**config.mk**
```make
export PLATFORM = sky130hd
export DESIGN_NAME = sdirq_collector
export DESIGN_NICKNAME = d
export VERILOG_FILES = /design/src/rtl/sdirq_pkg.sv /design/src/rtl/sdirq_status.sv /design/src/rtl/sdirq_mask.sv /design/src/rtl/sdirq_prio.sv /design/src/rtl/sdirq_collector.sv
export SDC_FILE = /design/constraint.sdc
export NUM_CORES = 1
export LEC_CHECK = 0
export BUFFER_PORTS_ARGS = -buffer_cell sky130_fd_sc_hd__buf_2
export CAP_MARGIN = 20
export CORE_UTILIZATION = 46
export DETAILED_ROUTE_END_ITERATION = 8
export PLACE_DENSITY = 0.82
export SLEW_MARGIN = 25
export SYNTH_ARGS = -nofsm -noshare
export SYNTH_HDL_FRONTEND = slang
export SYNTH_SLANG_ARGS = --single-unit
export TNS_END_PERCENT = 20
```
**constraint.sdc**
```tcl
create_clock -name clk -period 1.4 [get_ports clk]
set_input_delay 0.14 -clock clk [delete_from_list [all_inputs] [get_ports clk]]
set_output_delay 0.14 -clock clk [all_outputs]
set_load 0.02 [all_outputs]
```
**src/rtl/sdirq_pkg.sv**
```systemverilog
package sdirq_pkg;
   // status bit positions; driver decodes these
   localparam int unsigned B_CIN   = 0;
   localparam int unsigned B_COUT  = 1;
   localparam int unsigned B_WP    = 2;
   localparam int unsigned B_SIG   = 3;
   localparam int unsigned B_CDONE = 4;
   localparam int unsigned B_CTMO  = 5;
   localparam int unsigned B_RXR   = 6;
   localparam int unsigned B_TXQ   = 7;
   localparam int unsigned B_DEND  = 8;
   localparam int unsigned N_USED  = 9;

   typedef enum logic [2:0] {
      CZ_NONE = 3'd0,
      CZ_CARD = 3'd1,
      CZ_CMD  = 3'd2,
      CZ_XFER = 3'd3,
      CZ_DEND = 3'd4
   } cause_e;

   typedef enum logic [1:0] {
      A_STAT   = 2'd0,
      A_MASK   = 2'd1,
      A_UNMASK = 2'd2,
      A_DOMASK = 2'd3
   } reg_addr_e;
endpackage

```
**src/rtl/sdirq_status.sv**
```systemverilog
module sdirq_status #(
   parameter int unsigned DW = 32,
   parameter logic [DW-1:0] IMPL = '1
) (
   input  logic          clk,
   input  logic          rst_n,
   input  logic [DW-1:0] evt,
   input  logic          ack_we,
   input  logic [DW-1:0] ack_data,
   output logic [DW-1:0] stat_q
);
   logic [DW-1:0] kept;

   // zeros in ack_data clear; new events override the clear
   always_comb kept = ack_we ? (stat_q & ack_data) : stat_q;

   always_ff @(posedge clk or negedge rst_n) begin
      if (!rst_n) stat_q <= '0;
      else        stat_q <= (kept | evt) & IMPL;
   end
endmodule

```
**src/rtl/sdirq_mask.sv**
```systemverilog
module sdirq_mask
   import sdirq_pkg::*;
#(
   parameter int unsigned DW = 32
) (
   input  logic          clk,
   input  logic          rst_n,
   input  logic          we,
   input  logic [1:0]    addr,
   input  logic [DW-1:0] wdata,
   output logic [DW-1:0] mask_q
);
   logic [DW-1:0] nxt;

   always_comb begin
      nxt = mask_q;
      if (we) begin
         case (reg_addr_e'(addr))
            A_MASK:   nxt = wdata;
            A_UNMASK: nxt = mask_q & ~wdata;
            A_DOMASK: nxt = mask_q | wdata;
            default:  nxt = mask_q;
         endcase
      end
   end

   always_ff @(posedge clk or negedge rst_n) begin
      if (!rst_n) mask_q <= '1;
      else        mask_q <= nxt;
   end
endmodule

```
**src/rtl/sdirq_prio.sv**
```systemverilog
module sdirq_prio
   import sdirq_pkg::*;
#(
   parameter int unsigned DW      = 32,
   parameter bit          REG_OUT = 1'b1
) (
   input  logic          clk,
   input  logic          rst_n,
   input  logic [DW-1:0] pend,
   output logic          irq,
   output logic [2:0]    cause
);
   localparam logic [DW-1:0] G_CARD = (DW'(1) << B_CIN)   | (DW'(1) << B_COUT);
   localparam logic [DW-1:0] G_CMD  = (DW'(1) << B_CDONE) | (DW'(1) << B_CTMO);
   localparam logic [DW-1:0] G_XFER = (DW'(1) << B_RXR)   | (DW'(1) << B_TXQ);
   localparam logic [DW-1:0] G_DEND = (DW'(1) << B_DEND);

   cause_e enc;
   logic   any;

   always_comb begin
      any = |pend;
      if      (|(pend & G_CARD)) enc = CZ_CARD;
      else if (|(pend & G_CMD))  enc = CZ_CMD;
      else if (|(pend & G_XFER)) enc = CZ_XFER;
      else if (|(pend & G_DEND)) enc = CZ_DEND;
      else                       enc = CZ_NONE;
   end

   generate
      if (REG_OUT) begin : g_reg
         logic       irq_q;
         logic [2:0] cause_q;
         always_ff @(posedge clk or negedge rst_n) begin
            if (!rst_n) begin
               irq_q   <= 1'b0;
               cause_q <= 3'd0;
            end else begin
               irq_q   <= any;
               cause_q <= enc;
            end
         end
         assign irq   = irq_q;
         assign cause = cause_q;
      end else begin : g_comb
         assign irq   = any;
         assign cause = enc;
      end
   endgenerate
endmodule

```
**src/rtl/sdirq_collector.sv**
```systemverilog
module sdirq_collector
   import sdirq_pkg::*;
#(
   parameter int unsigned DW      = 32,
   parameter bit          REG_OUT = 1'b1
) (
   input  logic          clk,
   input  logic          rst_n,
   input  logic [DW-1:0] evt_i,
   input  logic [1:0]    lvl_i,
   input  logic          wr_en,
   input  logic [1:0]    addr,
   input  logic [DW-1:0] wdata,
   output logic [DW-1:0] rdata,
   output logic          irq_o,
   output logic [2:0]    cause_o
);
   localparam logic [DW-1:0] IMPL =
      (DW'(1) << B_CIN)   | (DW'(1) << B_COUT) |
      (DW'(1) << B_CDONE) | (DW'(1) << B_CTMO) |
      (DW'(1) << B_RXR)   | (DW'(1) << B_TXQ)  |
      (DW'(1) << B_DEND);

   generate
      if (DW < N_USED) begin : g_bad_width
         $error("sdirq_collector: DW too small for the status layout");
      end
   endgenerate

   logic [DW-1:0] stat_q;
   logic [DW-1:0] mask_q;
   logic [DW-1:0] pend;
   logic [DW-1:0] live;

   sdirq_status #(.DW(DW), .IMPL(IMPL)) u_stat (
      .clk      (clk),
      .rst_n    (rst_n),
      .evt      (evt_i),
      .ack_we   (wr_en && (addr == A_STAT)),
      .ack_data (wdata),
      .stat_q   (stat_q)
   );

   sdirq_mask #(.DW(DW)) u_mask (
      .clk    (clk),
      .rst_n  (rst_n),
      .we     (wr_en),
      .addr   (addr),
      .wdata  (wdata),
      .mask_q (mask_q)
   );

   always_comb pend = stat_q & IMPL & ~mask_q;

   sdirq_prio #(.DW(DW), .REG_OUT(REG_OUT)) u_prio (
      .clk   (clk),
      .rst_n (rst_n),
      .pend  (pend),
      .irq   (irq_o),
      .cause (cause_o)
   );

   always_comb begin
      live  = (DW'(lvl_i[0]) << B_WP) | (DW'(lvl_i[1]) << B_SIG);
      rdata = (addr == A_STAT) ? (stat_q | live) : mask_q;
   end
endmodule

```
Yosys cells after proc, flatten, opt, wreduce, memory -nomap -nowiden
Index checks and enable logic that the tools add are counted.
Storage, ports and cells
  flip-flop bits (word level): 43
  input port bits: 71
  output and inout port bits: 36
Cells by class
  equal/unequal tests: 3
  mux-type cells: 7
  bitwise logic cells: 9
  reduce and logical (&&, ||, !) cells: 8
Operators by type and width (count)
  $pmux 32 s3: 1
  $not 32->32: 2
  $and 32x32->32: 1
  $and 9x32->32: 1
  $mux 32: 1
  $or 32x32->32: 1
  $or 9x32->32: 1
  $reduce_or 32->1: 1
  $mux 3: 4
  $and 9x9->9: 1
  $mux 9: 1
  $or 9x9->9: 1
  $reduce_or 2->1: 3
  $eq 2x2->1 const B: 2
  $or 3x4->4: 1
  $reduce_bool 3->1: 1
  $eq 2x1->1 const B: 1
  $logic_not 2->1: 1
  $reduce_and 2->1: 1
  $logic_and 1x1->1: 1

Longest topological paths before layout
  depth in word-level cells: 6
  depth in mapped cells: 5
  depth with buffers taken out: 3

Cells and area by module
Synthesis repeated with hierarchy kept, for this count alone.
Second synthesis, totals
  cells, all modules: 325
  area, all modules: 2997.9 µm²
By module, submodules not included
  sdirq_mask: instances 1, cells an instance 210, area each 1865.5 µm², seq. area each 840.8 µm²
  sdirq_collector: instances 1, cells an instance 47, area each 466.7 µm², seq. area each 0.0 µm²
  sdirq_status: instances 1, cells an instance 47, area each 462.9 µm², seq. area each 175.2 µm²
  sdirq_prio: instances 1, cells an instance 21, area each 202.7 µm², seq. area each 100.1 µm²

Worst setup path before layout
Ideal clock, no wire load.
  path type: reg2out
  start point: register u_mask.mask_q[6]
  end point: output port rdata[6]
  arrival time: 1.074 ns
  setup slack: 0.186 ns
  cell stages (with the launch flop): 3
  path buffers: 0
  cell sequence: dfstp_2 > inv_1 > o21ai_0
Between the ends
  word-level cells in the longest chain between the ends: 1
RTL lines
  start, declared: RTL line sdirq_mask.sv:11  | output logic [DW-1:0] mask_q
  start signal, assigned: RTL line sdirq_mask.sv:29  | else mask_q <= nxt;
  $mux 32: RTL line sdirq_collector.sv:65  | rdata = (addr == A_STAT) ? (stat_q | live) : mask_q;
  end, declared: RTL line sdirq_collector.sv:14  | output logic [DW-1:0] rdata,
No other way between the ends.

Final worst setup path
Same ends and word-level chain as after synthesis.

==> summary.txt <==
Run status
  – Status: finished clean

Finish
  – FF/Latch Area: 1120 µm²
  – Number of fill cells in the layout: 442
  – Utilization after layout: 60.7%
  – Final net count: 386
  – Share of cells above drive strength 1: 47.2%
  – Non-Filler Instances: 383
  – Antenna Cells: 0
  – Multi-input gate area: 1030 µm²
  – P&R area growth vs syn: 26.7%

Detailed routing
  – Vias/cell: 5.17
  – Top sig layer: met4
  – Routed WL: 5.23 mm
  – Met1 WL: 2.18 mm
  – DR vias: 1982
  – Wire length per cell: 13.7 µm
  – Met3 WL: 358 µm
  – Drt first pass iters: 5
  – DR iter-0 viols: 145
  – Post-route ant nets: 0
  – DRC viols: 0
  – Met2 WL: 2.60 mm

Setup path
  – Worst reg2reg setup slack: 0.11 ns
  – Type of the worst setup path: reg2out
  – Worst EP required: 1.26 ns
  – R2R cell count: 3
  – FF-to-FF End: u_prio.cause[2]
  – R2r startpoint: u_mask.mask_q[7]
  – Worst Path Arrival: 1.19 ns
  – Crit start category: register
  – Max FO, Critical Path: 4
  – Crit end category: output pin

Clocking
  – H-tree Lvls: 2
  – CTS Root Cell: clkbuf_8
  – CTS tree: yes
  – TritonCTS Buffers: 5
  – Clk slew on worst S/H paths: 0.08 ns
  – Clock latency on the worst-skew pair: 0.29 ns
  – TritonCTS Sinks: 43
  – Worst-case clock buffer depth: 2

GRT
  – First-pass GRT wire length: 8.74 mm
  – Vias in the first global route: 1972
  – Initial antenna violation count: 0
  – Largest net degree at the start of global routing: 26
  – GRT overflow: 0
  – GRT Resource Usage Total: 21.7%

Power
  – Peak VDD IR: 0.000647 V
  – Gate power share: 27.6%
  – Power per Cell Area: 1190 nW/µm²
  – Pleak: 0.00133 µW
  – Internal: 2390 µW
  – Sequential Power Share: 47.7%
  – Sw frac: 30.1%
  – Total power: 3420 µW
  – Part of the power in the clock network: 24.7%
  – Net Sw Power: 1030 µW

Synth
  – Syn avg cell area: 10.1 µm²
  – Syn. warnings: 0
  – Post-synthesis cell area: 2280 µm²
  – Syn Inst Count: 226
  – Synth async-reset ratio: 100%
  – Number of synthesized register bits: 43
  – Synth Net Count: 297
  – Ys flop type: dfstp_2
  – Post-synth EDFFs: 0
  – Synth top area cells: dfstp_2, dfrtp_1, a221o_1, nor2b_1, nand2_1
  – Sequential area share after synthesis: 49.0%
  – Netlist cell types: 29
  – Post-synth top area cell: dfstp_2
  – Share of Yosys cell area claimed by the top area cell type: 36.9%

Placement
  – Placed cells: 370
  – HPWL after DPL: 3.68 mm
  – Placer Congestion: 0.796
  – I/O Buffers: 81

Floorplanning
  – Die area: 5240 µm²
  – Ports: 107
  – Core area: 4750 µm²
  – Die height: 72.4 µm
  – Die W: 72.4 µm
  – Core Rows: 25
  – Starting Density: 47.9%

Timing
  – Clock skew: 0.00534 ns
  – Max-slew violation count: 0
  – Tmin final: 1.33 ns
  – Final worst-path cycle share: 94.7%
  – FMAX: 754 MHz
  – Slew @ Worst Pin: 0.453 ns
  – Final setup vio count: 0
  – Sum of negative setup slack: 0 ns
  – Slew margin rel.: 69.8%
  – Hold Fails Final Rpt: 0
  – Worst hold slack: 0.0284 ns

Hold path
  – Worst hold stages: 2
  – Hold Path Class: in2reg
  – Hold Crit Endpoint: u_stat.stat_q[4]
  – Hold_sp: evt_i[4]

Run
  – Number of max-cap violations: 0
==> layer usage <==
| metal | up-vias | GRT usage (%) |
|---|---|---|
| met5 | - | 0 |
| met4 | 0 | 8.93 |
| met3 | 8 | 5.56 |
| met2 | 72 | 37.2 |
| met1 | 945 | 26.0 |
| li1 | 957 | - |
==> worst max-delay path: stages, from the launching register on <==
cell	delay, ns
dfstp_2	0.52
inv_1	0.08
o21ai_1	0.15
buf_4	0.16
==> cell type report <==
class	count	share of cell area, %
Sequential cell	43	38.7
Multi-Input combinational cell	163	35.6
Timing Repair Buffer	96	18.6
Clock buffer	8	3.47
Tap cell	67	2.90
Inverter	6	0.780
==> cells by family (layout without fill, tap and decap cells) <==
logic type             Yosys count  in the layout  synth area share [%]
and+or+nand+nor                107            107                  23.2
AOI/OAI and AO/OA               50             50                  18.9
DFF                             43             43                  49.0
buffers and inverters           20            110                  5.88
muxes                            6              6                  2.97
==> metrics by stage <==
stage / worst slack, ns / cell area (µm²)
CTS: 0.0266 / 2850
detailed placement: 0.0640 / 2740
floorplan: 0.186 / 2280
global route: -0.0210 / 2890
finish: 0.0740 / 2890
global placement: 0.0936 / 2740
==> state kept, by name, indices dropped and copies added (netlist names) <==
name and flops:
u_prio.cause 3, u_mask.mask_q 32, u_prio.irq 1, u_stat.stat_q 7
==> cell usage after synthesis, types with 2 or more instances <==
library cell  number
nor2_1            26
a21oi_1            4
a221o_2            2
clkbuf_1           2
o21ai_0            6
nand2_1           38
a21boi_0           3
dfrtp_1           11
buf_6              7
nand2b_1           5
mux2_2             6
inv_1              6
nor2b_1           30
a221o_1           24
dfstp_2           32
o21ai_1            3
or2_2              3
buf_2              4
a21o_1             4
==> placed cells by master, fill, tap and decap left out, types with 2 or more instances in the layout <==
| cell | n |
|---|---|
| a21boi_0 | 3 |
| a21o_1 | 4 |
| a21oi_1 | 4 |
| a221o_1 | 24 |
| a221o_2 | 2 |
| buf_2 | 80 |
| buf_4 | 14 |
| clkbuf_8 | 7 |
| dfrtp_1 | 11 |
| dfstp_2 | 32 |
| inv_1 | 6 |
| mux2_2 | 6 |
| nand2_1 | 38 |
| nand2b_1 | 5 |
| nor2_1 | 26 |
| nor2b_1 | 30 |
| o21ai_0 | 3 |
| o21ai_1 | 6 |
| or2_2 | 3 |
==> power groups by stage <==
stage	Clock [µW]	Combinational [µW]	Sequential, µW
after floorplan	0	631	1620
after global placement	0	912	1640
after detailed placement	0	934	1650
after CTS	874	939	1630
after global routing	930	1040	1660
final	846	945	1630
==> worst max path at each step <==
stage                     start       end  slack [ns]  depth (start not counted)
2_1_floorplan  u_mask.mask_q[6]  rdata[6]        0.19                          2
3_3_place_gp            addr[1]  rdata[6]        0.09                          6
3_5_place_dp            addr[1]  rdata[6]        0.06                          6
4_1_cts        u_mask.mask_q[6]  rdata[6]        0.03                          3
5_1_grt        u_mask.mask_q[6]  rdata[6]       -0.02                          3
6_report       u_mask.mask_q[6]  rdata[6]        0.07                          3
==> timing repair <==
item                                    4_1_cts  5_1_grt
hold buffers                                  1        0
buffers inserted                              0        4
endpoints found under the setup margin        0        3
gates resized for setup                       0        4
hold endpoints to repair                      1        0
Power figures use the tool's default switching activity.
